--- src/rtl/rotor_lock_pkg.sv ---
package rotor_lock_pkg;
  typedef enum logic [1:0] {
    ST_RUN = 2'd0,
    ST_OFF = 2'd1,
    ST_ON  = 2'd2
  } lock_state_e;
endpackage

--- src/rtl/hall_rev_pulse.sv ---
module hall_rev_pulse #(
  parameter int unsigned N_HALL     = 3,
  parameter int unsigned HALL_EDGES = 6,
  localparam int unsigned EW        = (HALL_EDGES > 1) ? $clog2(HALL_EDGES) : 1
) (
  input  logic              clk_i,
  input  logic              rst_ni,
  input  logic [N_HALL-1:0] hall_i,
  output logic              pulse_o
);
  logic [N_HALL-1:0] sync1_q, sync2_q;
  logic              par_q, edge_w;
  logic [EW-1:0]     ecnt_q;

  always_ff @(posedge clk_i or negedge rst_ni) begin
    if (!rst_ni) begin
      sync1_q <= '0;
      sync2_q <= '0;
      par_q   <= 1'b0;
    end else begin
      sync1_q <= hall_i;
      sync2_q <= sync1_q;
      par_q   <= ^sync2_q;
    end
  end

  assign edge_w = (^sync2_q) != par_q;

  always_ff @(posedge clk_i or negedge rst_ni) begin
    if (!rst_ni) ecnt_q <= '0;
    else if (edge_w) begin
      if (ecnt_q == EW'(HALL_EDGES - 1)) ecnt_q <= '0;
      else                               ecnt_q <= ecnt_q + 1'b1;
    end
  end

  assign pulse_o = edge_w && (ecnt_q == EW'(HALL_EDGES - 1));
endmodule

--- src/rtl/lock_ramp.sv ---
module lock_ramp
  import rotor_lock_pkg::*;
#(
  parameter int unsigned UP_TICKS   = 890,
  parameter int unsigned DOWN_TICKS = 13300,
  localparam int unsigned MAXT      = (UP_TICKS > DOWN_TICKS) ? UP_TICKS : DOWN_TICKS,
  localparam int unsigned CW        = $clog2(MAXT + 1)
) (
  input  logic        clk_i,
  input  logic        rst_ni,
  input  logic        en_i,
  input  logic        tick_i,
  input  logic        pulse_i,
  output lock_state_e state_o
);
  lock_state_e state_q;
  logic [CW-1:0] cnt_q;
  logic last_up, last_down;

  assign last_up   = cnt_q == CW'(UP_TICKS - 1);
  assign last_down = cnt_q == CW'(DOWN_TICKS - 1);

  always_ff @(posedge clk_i or negedge rst_ni) begin
    if (!rst_ni) begin
      state_q <= ST_RUN;
      cnt_q   <= '0;
    end else if (!en_i || pulse_i) begin
      state_q <= ST_RUN;
      cnt_q   <= '0;
    end else if (tick_i) begin
      unique case (state_q)
        ST_RUN, ST_ON: begin
          if (last_up) begin
            state_q <= ST_OFF;
            cnt_q   <= '0;
          end else cnt_q <= cnt_q + 1'b1;
        end
        ST_OFF: begin
          if (last_down) begin
            state_q <= ST_ON;
            cnt_q   <= '0;
          end else cnt_q <= cnt_q + 1'b1;
        end
        default: begin
          state_q <= ST_RUN;
          cnt_q   <= '0;
        end
      endcase
    end
  end

  assign state_o = state_q;
endmodule

--- src/rtl/rotor_lock_guard.sv ---
module rotor_lock_guard
  import rotor_lock_pkg::*;
#(
  parameter int unsigned N_HALL     = 3,
  parameter int unsigned HALL_EDGES = 6,
  parameter int unsigned UP_TICKS   = 890,
  parameter int unsigned DOWN_TICKS = 13300
) (
  input  logic              clk_i,
  input  logic              rst_ni,
  input  logic              en_i,
  input  logic [N_HALL-1:0] hall_i,
  input  logic              tick_i,
  output logic              hs_inhibit_o,
  output logic              spin_o
);
  logic        rot_pulse;
  lock_state_e state;

  hall_rev_pulse #(.N_HALL(N_HALL), .HALL_EDGES(HALL_EDGES)) u_rev (
    .clk_i  (clk_i),
    .rst_ni (rst_ni),
    .hall_i (hall_i),
    .pulse_o(rot_pulse)
  );

  lock_ramp #(.UP_TICKS(UP_TICKS), .DOWN_TICKS(DOWN_TICKS)) u_ramp (
    .clk_i  (clk_i),
    .rst_ni (rst_ni),
    .en_i   (en_i),
    .tick_i (tick_i),
    .pulse_i(rot_pulse),
    .state_o(state)
  );

  assign hs_inhibit_o = state == ST_OFF;
  assign spin_o       = state == ST_RUN;
endmodule

--- config.mk ---
export PLATFORM = sky130hd
export DESIGN_NAME = rotor_lock_guard
export DESIGN_NICKNAME = d
export VERILOG_FILES = /design/src/rtl/rotor_lock_pkg.sv /design/src/rtl/hall_rev_pulse.sv /design/src/rtl/lock_ramp.sv /design/src/rtl/rotor_lock_guard.sv
export SDC_FILE = /design/constraint.sdc
export NUM_CORES = 1
export LEC_CHECK = 0
export ABC_AREA = 1
export BUFFER_PORTS_ARGS = -buffer_cell sky130_fd_sc_hd__buf_4
export CELL_PAD_IN_SITES_DETAIL_PLACEMENT = 0
export CELL_PAD_IN_SITES_GLOBAL_PLACEMENT = 2
export CORE_AREA = 2 2 77 79
export CTS_CLUSTER_DIAMETER = 200
export DETAILED_ROUTE_END_ITERATION = 10
export DIE_AREA = 0 0 79 81
export HOLD_SLACK_MARGIN = 0.1
export PLACE_DENSITY_LB_ADDON = 0.1
export SLEW_MARGIN = 10
export SYNTH_ARGS = -nofsm -noshare
export SYNTH_HDL_FRONTEND = slang
export SYNTH_SLANG_ARGS = --single-unit
--- constraint.sdc ---
create_clock -name clk_i -period 1.8 [get_ports clk_i]
set_input_delay 0.45 -clock clk_i [delete_from_list [all_inputs] [get_ports clk_i]]
set_output_delay 0.45 -clock clk_i [all_outputs]
set_load 0.01 [all_outputs]
Yosys cells after proc, flatten, opt, wreduce, memory -nomap -nowiden
Index checks and enable logic that the tools add are counted.
Cells by class
  equal/unequal tests: 8
  add/sub/neg operators: 2
  reductions and logical operators: 8
  mux-type cells: 11
Operator list (count)
  two-way mux 14 bit: 4
  one-hot mux 14 bit (2 select lines): 1
  adder 14 x 1 -> 14 bit, second input constant: 1
  == test 14 x 10 -> 1 bit, second input constant: 1
  == test 14 bit, second input constant: 1
  two-way mux 2 bit: 4
  inequality test 3 x 1 -> 1 bit, second input constant: 2
  one-hot mux 2 bit (2 select lines): 1
  adder 3 x 1 -> 3 bit, second input constant: 1
  == test 3 bit, second input constant: 1
  two-way mux 3 bit: 1
  AND reduction 3 bit: 1
  parity 3 bit: 1
  == test 2 x 1 -> 1 bit, second input constant: 1
  == test 2 bit, second input constant: 1
  zero test 2 bit: 1
  nonzero test 2 bit: 1
  OR reduction 2 bit: 1
  logical AND 1 bit: 1
  zero test 1 bit: 1
  logical OR 1 bit: 1
  inequality test 1 bit: 1
Word-level totals
  bits in registers: 26
  input bits: 7
  output and inout bits: 2
  word-level logic and storage cells: 35

Depth between registers and ports, before layout
  depth after elaboration: 6
  gate-level depth with buffers: 12
  mapped depth without buffers: 11

Modules after synthesis
Synthesis repeated with hierarchy kept, for this count alone.
Second synthesis, totals
  cells, all modules: 209
  area total of the unflattened synthesis: 1512.7 µm²
By module, submodules not included
  lock_ramp: seq. area each 400.4 µm², area an instance 1031.0 µm², times used 1, cells each 157
  hall_rev_pulse: seq. area each 250.2 µm², area an instance 467.9 µm², times used 1, cells each 49
  rotor_lock_guard: seq. area each 0.0 µm², area an instance 13.8 µm², times used 1, cells each 3

Worst setup path before layout
Ideal clock, no wire load.
  path kind: register to register
  from: register u_ramp.cnt_q[0]
  to: register u_ramp.cnt_q[8]
  cell stages (with the launch flop): 12
  clock period less this slack: 1448 ps
  data required time: 1682 ps
  path slack: 352 ps
  path buffers: 1
  library setup time: 118 ps
  arrival time: 1330 ps
  cell sequence: dfrtp_1 > ha_1 > buf_2 > nand2_1 > nor2_2 > nand3_1 > nand2_1 > clkinv_1 > nand3_1 > nand2_1 > nand3_2 > o21ai_2
On the way
  longest elaborated chain between the ends: 5
  elaborated cells on any way between the ends: 8
  those cells by class: add/sub (1); eq/ne (2); mux (5)
RTL lines
  start: declaration: RTL line lock_ramp.sv:17  | logic [CW-1:0] cnt_q;
  start signal: assignment: RTL line lock_ramp.sv:36  | end else cnt_q <= cnt_q + 1'b1;
  start signal: assignment: RTL line lock_ramp.sv:42  | end else cnt_q <= cnt_q + 1'b1;
  adder 14 x 1 -> 14 bit (tied with other cells): RTL line lock_ramp.sv:36, lock_ramp.sv:42
  two-way mux 14 bit (on tied branches): RTL line lock_ramp.sv:39, lock_ramp.sv:33
  one-hot mux 14 bit (2 select lines) *: RTL line lock_ramp.sv:31  | unique case (state_q)
  two-way mux 14 bit *: RTL line lock_ramp.sv:30  | end else if (tick_i) begin
  two-way mux 14 bit *: RTL line lock_ramp.sv:27  | end else if (!en_i || pulse_i) begin
Mark *: on every way between the ends. The rest lies on a longest branch, timed or not. The select of a mux whose other input is x is not followed.
A chain may end at the register's enable or synchronous reset.

Final worst setup path
  from: register u_ramp.state_q[0], in the netlist u_ramp.state_o[0]
  to: output hs_inhibit_o
On the way
  longest elaborated chain between the ends: 1
RTL lines
  start: declaration: RTL line lock_ramp.sv:16  | lock_state_e state_q;
  start signal: assignment: RTL line lock_ramp.sv:25  | state_q <= ST_RUN;
  start signal: assignment: RTL line lock_ramp.sv:28  | state_q <= ST_RUN;
  start signal: assignment: RTL line lock_ramp.sv:34  | state_q <= ST_OFF;
  == test 2 x 1 -> 1 bit: RTL line rotor_lock_guard.sv:36  | assign hs_inhibit_o = state == ST_OFF;
  end: declaration: RTL line rotor_lock_guard.sv:14  | output logic hs_inhibit_o,
Every way passes these cells.

==> load_flow_metrics.sql <==
INSERT INTO impl_metrics (metric_group, metric, value, unit) VALUES
('synth', 'syn_inst', '259', ''),
('sta', 'finalHoldViolCount', '0', ''),
('cells_and_area', 'seq_area', '651', 'um2'),
('worst_setup_path', 'worst-setup-path-type', 'reg -> out', ''),
('worst_setup_path', 'worstRegToRegCells', '10', ''),
('clock_tree', 'clock_tree.root_cell', 'clkbuf_8', ''),
('worst_setup_path', 'crit_path_max_incr_delay', '0.42', 'ns'),
('die', 'core_area', '0.00568', 'mm2'),
('cells_and_area', 'n_fill_cell', '622', ''),
('clock_tree', 'cts_htree_levels', '1', ''),
('synth', 'synth.top_cells.by_area', 'dfrtp_1, nand2_1, nand3_1, nand3_2, inv_1', ''),
('power_and_ir_drop', 'internal_power', '1.18', 'mW'),
('sta', 'slew-limit-headroom', '75.8', '%'),
('route', 'routed-wl-met2', '2330', 'um'),
('synth', 'synth_async_reset_ratio', '100', '%'),
('cells_and_area', 'antenna-diode-count', '0', ''),
('clock_tree', 'numCtsBuffers', '3', ''),
('flow_run', 'cap_viol_max_count', '0', ''),
('power_and_ir_drop', 'power.sequential.fraction', '38.7', '%'),
('die', 'chipHeight', '81', 'um'),
('sta', 'tightest_slew', '0.361', 'ns'),
('worst_setup_path', 'cp.arrival', '1.23', 'ns'),
('clock_tree', 'cts.path.max_buffers', '2', ''),
('placement', 'placedInstanceArea', '0.00206', 'mm2'),
('route', 'drt-pass1-iter-count', '4', ''),
('placement', 'placement.setup.worst_slack', '0.0581', 'ns'),
('sta', 'final.setup_skew', '0.0109', 'ns'),
('power_and_ir_drop', 'clock_power_share', '27.5', '%'),
('sta', 'slew_violations', '0', ''),
('worst_setup_path', 'crit_end', 'hs_inhibit_o', ''),
('route', 'routed_wl', '4850', 'um'),
('route', 'post_drt_wl_per_cell', '13.9', 'um'),
('worst_setup_path', 'endpoint_kind', 'primary output', ''),
('worst_setup_path', 'timing.reg2reg.setup_slack', '0.14', 'ns'),
('cells_and_area', 'multiInputGateArea', '0.00105', 'mm2'),
('grt', 'initial_antenna_violation_count', '0', ''),
('worst_setup_path', 'kind_of_start_point_of_the_critical_path', 'register', ''),
('synth', 'synth.ff_latch_count', '26', ''),
('route', 'top_layer', 'met4', ''),
('power_and_ir_drop', 'total_switching_power', '682', 'uW'),
('sta', 'layout_setup_ws', '0.119', 'ns'),
('outcome', 'outcome', 'finished, final reports clean', ''),
('die', 'die_area', '0.00640', 'mm2'),
('hold_path', 'hold_path_class', 'in -> reg', ''),
('route', 'routed_via_density', '4.83', ''),
('worst_setup_path', 'cp_data_required_time', '1.35', 'ns'),
('synth', 'synth-seq-area-share', '34.5', '%'),
('grt', 'via_count_of_the_first_global_routing_pass', '1689', ''),
('placement', 'numPortBuffers', '8', ''),
('synth', 'post-synth-top-area-cell', 'dfrtp_1', ''),
('route', 'route.antenna.remaining_nets', '0', ''),
('sta', 'fmax', '595', 'MHz'),
('synth', 'synth-warning-count', '0', ''),
('route', 'wl_met3', '102', 'um'),
('clock_tree', 'numClockSinks', '26', ''),
('die', 'fp-row-count', '28', ''),
('placement', 'place.detailed.hpwl', '3640', 'um'),
('grt', 'grtUsageTotal', '17.0', '%'),
('die', 'io_pins', '9', ''),
('synth', 'synthTopCellsByCount', 'nand2_1, nand3_1, inv_1', ''),
('worst_setup_path', 'regToRegEndpoint', 'u_ramp.cnt_q[8]', ''),
('clock_tree', 'cts_tree', 'yes', ''),
('die', 'initial_util', '33.2', '%'),
('worst_setup_path', 'cp_slowest_cell', 'dfrtp_1', ''),
('grt', 'grt.overflow.total', '0', ''),
('synth', 'syn_area', '0.00189', 'mm2'),
('synth', 'synth_edf_count', '0', ''),
('grt', 'grt_start_max_net_pins', '27', ''),
('sta', 'setup_tns', '0', 'ns'),
('route', 'drt-met1-wl', '2370', 'um'),
('synth', 'synth_top_flop_cell', 'dfrtp_1', '');
[power by group through the flow]
stage	sequential, mW	combinational, mW	clock, mW
after global routing	0.732	0.700	0.552
after global placement	0.735	0.645	0
after CTS	0.722	0.638	0.525
after detailed placement	0.734	0.633	0
after floorplan	0.717	0.432	0
final	0.720	0.628	0.510
[how the worst min path moves through the flow]
stage | startpoint | end | slack, ns | cells after the start
finish | hall_i[1] | u_rev.sync1_q[1] | 0.27 | 1
global route | hall_i[0] | u_rev.sync1_q[0] | 0.25 | 1
CTS | hall_i[0] | u_rev.sync1_q[0] | 0.27 | 1
detailed placement | u_rev.sync1_q[2] | u_rev.sync2_q[2] | 0.34 | 0
global placement | u_rev.sync1_q[0] | u_rev.sync2_q[0] | 0.34 | 0
floorplan | rst_ni | u_ramp.cnt_q[0] | 0.15 | 0
[routing by layer]
metal,track usage [%],vias up
met3,2.00,5
li1,-,862
met1,22.6,799
met4,4.66,0
met5,0,-
met2,29.4,19
[layout by cell type, fill, tap and decap left out, drive strengths merged]
cell type	netlist	routed
o21ai	12	12
o21a	1	1
dlygate4sd3	0	1
nor3	6	6
nand3b	1	1
clkbuf	1	3
nand3	51	51
bufinv	0	1
nor2	26	26
a21oi	3	3
clkinv	2	2
dfrtp	26	26
inv	33	33
nand4	6	6
xor2	3	3
nand2	79	79
o21bai	1	1
ha	2	2
buf	6	17
[critical path, delay by kind of cell, from the launching register on]
kind | cells | cell delay (ns)
AND/OR/NAND/NOR | 1 | 0.26
flip-flops | 1 | 0.42
buffers and inverters | 2 | 0.26
[final cells by class]
| class | count | area share, % |
|---|---|---|
| multi-input combinational | 191 | 49.1 |
| clock inverter | 1 | 1.40 |
| inverter | 35 | 6.37 |
| clock buffer | 3 | 1.93 |
| timing repair buffer | 18 | 6.43 |
| sequential | 26 | 30.4 |
| tap | 75 | 4.39 |
[cells by family after synthesis]
group           Yosys count  synth area share, %
compound gates           17                 6.57
buf+inv                  42                 10.0
fa+ha+maj                 2                 1.33
simple gates            169                 46.2
xor+xnor                  3                 1.39
flops                    26                 34.5
[registers in the layout (all words and copies together) (netlist names)]
name and flops:
u_ramp.state_o 2, u_rev.par_q 1, u_ramp.cnt_q 14, u_rev.sync2_q 3, u_rev.ecnt_q 3, u_rev.sync1_q 3
[metrics by stage]
stage	total power, mW	hold WS, ns
global route	1.98	0.253
finish	1.86	0.272
global placement	1.38	0.338
detailed placement	1.37	0.337
CTS	1.88	0.265
floorplan	1.15	0.154
[timing repair]
item	in CTS	in global routing
resized for setup	0	1
hold endpoints to repair	26	0
endpoints found under the setup margin	0	4
hold buffers	1	0
(Power assumes the default switching activity.)
